[config.mk]
export PLATFORM = sky130hd
export DESIGN_NAME = plic_core
export DESIGN_NICKNAME = d
export VERILOG_FILES = /design/src/rtl/plic_pkg.sv /design/src/rtl/plic_gateway.sv /design/src/rtl/plic_target_arb.sv /design/src/rtl/plic_core.sv
export SDC_FILE = /design/constraint.sdc
export NUM_CORES = 1
export LEC_CHECK = 0
export ABC_AREA = 1
export BUFFER_PORTS_ARGS = -buffer_cell sky130_fd_sc_hd__buf_2
export CORE_AREA = 4 4 101 103
export CTS_CLUSTER_DIAMETER = 150
export DETAILED_ROUTE_END_ITERATION = 12
export DIE_AREA = 0 0 105 107
export PLACE_DENSITY = 0.77
export SYNTH_ARGS = -nofsm -noshare
export SYNTH_HDL_FRONTEND = slang
export SYNTH_SLANG_ARGS = --single-unit
[constraint.sdc]
create_clock -name clk -period 8.9 [get_ports clk]
set_clock_uncertainty 0.05 [all_clocks]
set_input_delay 0.445 -clock clk [delete_from_list [all_inputs] [get_ports clk]]
set_output_delay 0.445 -clock clk [all_outputs]
set_load 0.02 [all_outputs]
[src/rtl/plic_pkg.sv]
package plic_pkg;

  typedef enum logic [1:0] {
    CFG_PRIO     = 2'd0,
    CFG_ENABLE   = 2'd1,
    CFG_THRESH   = 2'd2,
    CFG_COMPLETE = 2'd3
  } cfg_kind_e;

  // A candidate beats the current bar only when strictly above it; this
  // gives both the threshold mask and the lowest-ID tie break.
  function automatic logic outranks(input int unsigned cand, input int unsigned bar);
    return cand > bar;
  endfunction

  // Edge counter update: a rising edge adds one up to the ceiling, a
  // completion then removes one.
  function automatic int unsigned queue_next(input int unsigned cnt, input logic inc,
                                             input logic dec, input int unsigned cmax);
    int unsigned v;
    v = cnt;
    if (inc && v < cmax) v = v + 1;
    if (dec && v != 0) v = v - 1;
    return v;
  endfunction

endpackage

[src/rtl/plic_gateway.sv]
module plic_gateway
  import plic_pkg::*;
#(
  parameter bit EDGE  = 1'b0,
  parameter bit QUEUE = 1'b0,
  parameter int CNT_W = 2
) (
  input  logic clk,
  input  logic rst_n,
  input  logic src_i,
  input  logic claim_i,
  input  logic complete_i,
  output logic pend_o,
  output logic active_o
);

  localparam int unsigned CMAX = (1 << CNT_W) - 1;

  logic pend_q;
  logic act_q;

  always_ff @(posedge clk) begin
    if (!rst_n)          act_q <= 1'b0;
    else if (claim_i)    act_q <= 1'b1;
    else if (complete_i) act_q <= 1'b0;
  end

  generate
    if (!EDGE) begin : g_level
      always_ff @(posedge clk) begin
        if (!rst_n)                pend_q <= 1'b0;
        else if (claim_i)          pend_q <= 1'b0;
        else if (src_i && !act_q)  pend_q <= 1'b1;
      end
    end else begin : g_edge
      logic src_d;
      logic rise_w;
      always_ff @(posedge clk) begin
        if (!rst_n) src_d <= 1'b0;
        else        src_d <= src_i;
      end
      assign rise_w = src_i & ~src_d;

      if (QUEUE) begin : g_queue
        logic [CNT_W-1:0] cnt_q;
        logic [CNT_W-1:0] cnt_n;
        assign cnt_n = CNT_W'(queue_next(32'(cnt_q), rise_w, complete_i, CMAX));
        always_ff @(posedge clk) begin
          if (!rst_n) begin
            cnt_q  <= '0;
            pend_q <= 1'b0;
          end else begin
            cnt_q <= cnt_n;
            if (claim_i)               pend_q <= 1'b0;
            else if (complete_i)       pend_q <= (cnt_n != '0);
            else if (rise_w && !act_q) pend_q <= 1'b1;
          end
        end
      end else begin : g_drop
        always_ff @(posedge clk) begin
          if (!rst_n)                 pend_q <= 1'b0;
          else if (claim_i)           pend_q <= 1'b0;
          else if (rise_w && !act_q)  pend_q <= 1'b1;
        end
      end
    end
  endgenerate

  assign pend_o   = pend_q;
  assign active_o = act_q;

endmodule

[src/rtl/plic_target_arb.sv]
module plic_target_arb
  import plic_pkg::*;
#(
  parameter int NSRC   = 8,
  parameter int PRIO_W = 3,
  parameter int ID_W   = 4
) (
  input  logic [NSRC:1][PRIO_W-1:0] prio_i,
  input  logic [NSRC:1]             pend_i,
  input  logic [NSRC:1]             en_i,
  input  logic [PRIO_W-1:0]         thr_i,
  output logic [ID_W-1:0]           best_id_o
);

  logic [PRIO_W-1:0] bar;

  always_comb begin
    bar       = thr_i;
    best_id_o = '0;
    for (int i = 1; i <= NSRC; i++) begin
      if (pend_i[i] && en_i[i] && outranks(32'(prio_i[i]), 32'(bar))) begin
        bar       = prio_i[i];
        best_id_o = ID_W'(i);
      end
    end
  end

endmodule

[src/rtl/plic_core.sv]
module plic_core
  import plic_pkg::*;
#(
  parameter int NSRC   = 8,
  parameter int NCTX   = 2,
  parameter int PRIO_W = 3,
  parameter int CNT_W  = 2,
  parameter int DATA_W = 8,
  parameter logic [NSRC-1:0] EDGE_MASK  = 'hF0,
  parameter logic [NSRC-1:0] QUEUE_MASK = 'h30,
  localparam int ID_W  = $clog2(NSRC + 1),
  localparam int CTX_W = (NCTX > 1) ? $clog2(NCTX) : 1
) (
  input  logic              clk,
  input  logic              rst_n,
  input  logic [NSRC:1]     src_i,
  output logic [NCTX-1:0]   irq_o,
  input  logic              cfg_we,
  input  logic [1:0]        cfg_kind,
  input  logic [CTX_W-1:0]  cfg_ctx,
  input  logic [ID_W-1:0]   cfg_src,
  input  logic [DATA_W-1:0] cfg_data,
  input  logic              claim_en,
  input  logic [CTX_W-1:0]  claim_ctx,
  output logic [ID_W-1:0]   claim_id_o
);

  logic [NSRC:1][PRIO_W-1:0] prio_q;
  logic [NCTX-1:0][NSRC:1]   en_q;
  logic [NCTX-1:0][PRIO_W-1:0] thr_q;
  logic [NCTX-1:0][ID_W-1:0] best_w;
  logic [NSRC:1]             pend_w, act_w, claim_w, done_w;
  logic [ID_W-1:0]           claim_pick_w, claim_id_q, done_id_w;
  cfg_kind_e                 kind_w;
  logic                      src_ok_w, cfg_ctx_ok_w, claim_ctx_ok_w;
  logic                      wr_prio_w, wr_en_w, wr_thr_w, wr_done_w;

  assign kind_w         = cfg_kind_e'(cfg_kind);
  assign src_ok_w       = (cfg_src != '0) && (32'(cfg_src) <= NSRC);
  assign cfg_ctx_ok_w   = 32'(cfg_ctx) < NCTX;
  assign claim_ctx_ok_w = 32'(claim_ctx) < NCTX;
  assign wr_prio_w      = cfg_we && kind_w == CFG_PRIO   && src_ok_w;
  assign wr_en_w        = cfg_we && kind_w == CFG_ENABLE && src_ok_w && cfg_ctx_ok_w;
  assign wr_thr_w       = cfg_we && kind_w == CFG_THRESH && cfg_ctx_ok_w;
  assign wr_done_w      = cfg_we && kind_w == CFG_COMPLETE;
  assign done_id_w      = cfg_data[ID_W-1:0];

  always_ff @(posedge clk) begin
    if (!rst_n) begin
      prio_q <= '0;
      en_q   <= '0;
      thr_q  <= '0;
    end else begin
      if (wr_prio_w) prio_q[cfg_src]        <= cfg_data[PRIO_W-1:0];
      if (wr_en_w)   en_q[cfg_ctx][cfg_src] <= cfg_data[0];
      if (wr_thr_w)  thr_q[cfg_ctx]         <= cfg_data[PRIO_W-1:0];
    end
  end

  genvar c;
  generate
    for (c = 0; c < NCTX; c++) begin : g_ctx
      plic_target_arb #(.NSRC(NSRC), .PRIO_W(PRIO_W), .ID_W(ID_W)) u_arb (
        .prio_i   (prio_q),
        .pend_i   (pend_w),
        .en_i     (en_q[c]),
        .thr_i    (thr_q[c]),
        .best_id_o(best_w[c])
      );
      assign irq_o[c] = best_w[c] != '0;
    end
  endgenerate

  assign claim_pick_w = (claim_en && claim_ctx_ok_w) ? best_w[claim_ctx] : '0;

  always_ff @(posedge clk) begin
    if (!rst_n) claim_id_q <= '0;
    else        claim_id_q <= claim_pick_w;
  end
  assign claim_id_o = claim_id_q;

  genvar s;
  generate
    for (s = 1; s <= NSRC; s++) begin : g_src
      assign claim_w[s] = claim_pick_w == ID_W'(s);
      assign done_w[s]  = wr_done_w && done_id_w == ID_W'(s) && act_w[s];
      plic_gateway #(
        .EDGE (EDGE_MASK[s-1]),
        .QUEUE(QUEUE_MASK[s-1]),
        .CNT_W(CNT_W)
      ) u_gw (
        .clk       (clk),
        .rst_n     (rst_n),
        .src_i     (src_i[s]),
        .claim_i   (claim_w[s]),
        .complete_i(done_w[s]),
        .pend_o    (pend_w[s]),
        .active_o  (act_w[s])
      );
    end
  endgenerate

endmodule

==> flow_summary.yaml <==
logic_synthesis:
  syn_avg_cell_area_sq_um: 6.98
  synth_nets: 775
  ys_types: 41
  ys.warnings.count: 0
  syn_inst: 715
  synthAdderAreaFrac: 0.0802
  synth-simple-area-share: 0.337
  synthMuxAreaShare: 0.00627
  synth_xor_area_frac: 0.00702
  synth_area_sq_mm: 0.00499
  ys_ff_latch: 74
  synth_top_family_by_area: "simple AND/OR/NAND/NOR gates"
  synth_compound_area_frac: 0.188
  synth-seq-area-share: 0.297
placement:
  port_buffers: 29
  dpl_cell_area_sq_mm: 0.00564
  post-dp-hpwl_um: 10400
  gp_congestion: 0.907
routing:
  wl_per_cell_um: 15.2
  vias_per_cell: 5.66
  drc_errors: 0
  dr.pass1.iters: 5
  drtIter0Drc: 502
  finalWirelength_um: 14000
  ant_nets: 0
  vias: 5220
power:
  peakVddDrop_v: 0.000144
  finalPower_w: 0.000698
  leakage_nw: 2.90
  power_per_cell_area_mw_per_mm2: 113
clocking:
  htreeDepth: 3
  cts_buffer_depth: 2
  cts-root-buf: "clkbuf_8"
  clk_latency_ns: 0.36
  cts_hold_buf: 0
  cts_tree: "done"
  cts_buffers: 9
  cts_sinks: 74
  clk_pin_slew_ns: 0.10
grt:
  grt_pass1_wl_um: 22900
  grt_antenna_before_repair: 0
  gr-total-overflow: 0
  grt_pass1_vias: 5128
  grt_max_degree: 45
  grt.total_usage: 0.250
timing:
  relSlewSlack: 0.263
  whs_ns: 0.231
  drv_slew: 0
  period_needed_ns: 8.46
  setup-tns-final_ns: 0
  clock.fmax_mhz: 118
  finalSetupViolCount: 0
  post-route-period-util: 0.951
  hold_viol: 0
  worst_pin_slew_ns: 1.10
floorplan:
  ios: 34
  rows: 35
  die_y_um: 107
  dieWidth_um: 105
  dieArea_sq_mm: 0.0112
  initial_core_util: 0.543
  core_area_sq_mm: 0.00920
critical_path:
  worstSetupPathType: "reg2out"
  cp_max_fo: 6
  cp-end-kind: "primary output"
  crit_family: "simple AND/OR/NAND/NOR gates"
  worst_setup_path_start_kind: "register"
  required_ns: 8.41
  path_buf_inv: 4
  arrival_ns: 7.97
  critPathSlowestCell: "or4_4"
  max_stage_delay_ns: 0.54
flow_run:
  cap_violations: 0
cells_and_area:
  num_antenna_cells: 0
  drive_above_1_share: 0.296
  nFillCells: 766
  area_growth_syn_to_layout_pct: 23.6
  nets: 867
  final_cell_area_sq_mm: 0.00617
outcome:
  status: "complete, no violations"
min_path:
  hold_class: "in2reg"
==> metrics by stage <==
step                 util  instances  worst slack [ns]
global route        0.671        923           -0.0729
finish              0.671        923             0.436
detailed placement  0.613        897            -0.308
global placement    0.613        897            0.0929
CTS                 0.639        916            0.0276
floorplan               -        715             0.525
==> state kept, by name, indices dropped and copies added (netlist names) <==
signal / flops
prio_q: 24
en_q: 16
g_src.u_gw.active_o: 8
g_src.u_gw.pend_o: 8
thr_q: 6
claim_id_o: 4
g_src.u_gw.g_edge.g_queue.cnt_q: 4
g_src.u_gw.g_edge.src_d: 4
==> synth_stat cells, drive strengths merged <==
master | n | area share
nand3b | 1 | 0.0015
mux2 | 1 | 0.0023
o32ai | 2 | 0.0035
o211a | 1 | 0.0020
xnor2 | 1 | 0.0018
nand4 | 7 | 0.0088
a31oi | 4 | 0.0050
or2 | 2 | 0.0025
or3 | 1 | 0.0013
a22oi | 2 | 0.0030
nor2 | 61 | 0.050
a311oi | 1 | 0.0018
clkinv | 3 | 0.0023
nor3 | 26 | 0.026
a21oi | 70 | 0.081
o21bai | 1 | 0.0015
ha | 32 | 0.080
xor2 | 3 | 0.0053
nand2 | 146 | 0.14
o22ai | 1 | 0.0013
dfxtp | 74 | 0.30
or4 | 1 | 0.0015
clkbuf | 9 | 0.0068
nand3 | 78 | 0.098
o21ai | 79 | 0.081
o211ai | 1 | 0.0025
o31ai | 3 | 0.0045
buf | 1 | 0.0010
inv | 99 | 0.074
nor3b | 2 | 0.0030
mux2i | 2 | 0.0040
==> cells in the final DEF, fill, tap and decap left out, drive strengths merged, types with 4 or more instances in the layout <==
cell	synthesis	routed
nand2	146	146
inv	99	103
buf	1	91
o21ai	79	79
nand3	78	78
dfxtp	74	74
a21oi	70	70
nor2	61	61
ha	32	32
nor3	26	26
clkbuf	9	9
nand4	7	7
a31oi	4	4
clkinv	3	4
==> kinds of logic after synthesis <==
| family | after synthesis |
|---|---|
| simple gates | 325 |
| compound gates | 165 |
| fa+ha+maj | 32 |
| mux | 3 |
| xor+xnor | 4 |
| buf+inv | 112 |
| flops | 74 |
==> per-layer routing <==
| metal | wire length (um) | up-vias | track usage |
|---|---|---|---|
| met4 | 510 | 0 | 0.112 |
| met1 | 5850 | 2383 | 0.305 |
| met2 | 6780 | 199 | 0.437 |
| li1 | - | 2591 | - |
| met5 | 0 | - | 0 |
| met3 | 886 | 47 | 0.0355 |
==> layout make-up <==
| cell class | instances | area, sq um | share of cell area |
|---|---|---|---|
| Inverter | 102 | 383 | 0.0621 |
| Clock inverter | 7 | 58.8 | 0.00953 |
| Tap cell | 111 | 139 | 0.0225 |
| Sequential cell | 74 | 1490 | 0.241 |
| Timing Repair Buffer | 91 | 629 | 0.102 |
| Multi-Input combinational cell | 529 | 3350 | 0.543 |
| Clock buffer | 9 | 124 | 0.0201 |
==> tightest hold or removal path, delay by kind of cell <==
family / cells / cell delay [ns]
buffers and inverters: 2 / 0.13
AND/OR/NAND/NOR: 1 / 0.04
==> report_power, final <==
group	total, W	switching [W]	internal, W	leakage [nW]
combinational	0.000102	0.0000618	0.0000399	2.21
clock	0.000250	0.000144	0.000106	0.0872
sequential	0.000346	0.00000683	0.000339	0.603
total	0.000698	0.000213	0.000485	2.90
==> path summary, 6_finish.rpt <==
path	start	to	slack, ns	cells after the start
min	src_i[8]	g_src[8].u_gw.g_edge.src_d	0.23	3
max	thr_q[4]	irq_o[1]	0.44	53
max reg2reg	thr_q[1]	g_src[1].u_gw.active_o	0.68	57
min reg2reg	g_src[2].u_gw.active_o	g_src[2].u_gw.active_o	0.42	2
==> what timing repair did <==
| item | in CTS | in global routing |
|---|---|---|
| pin swaps | 2 | 29 |
| setup buffers | 3 | 7 |
| resized for setup | 23 | 56 |
| setup endpoints to repair | 22 | 22 |
| cloned | 0 | 0 |
(Power assumes the default switching activity.)
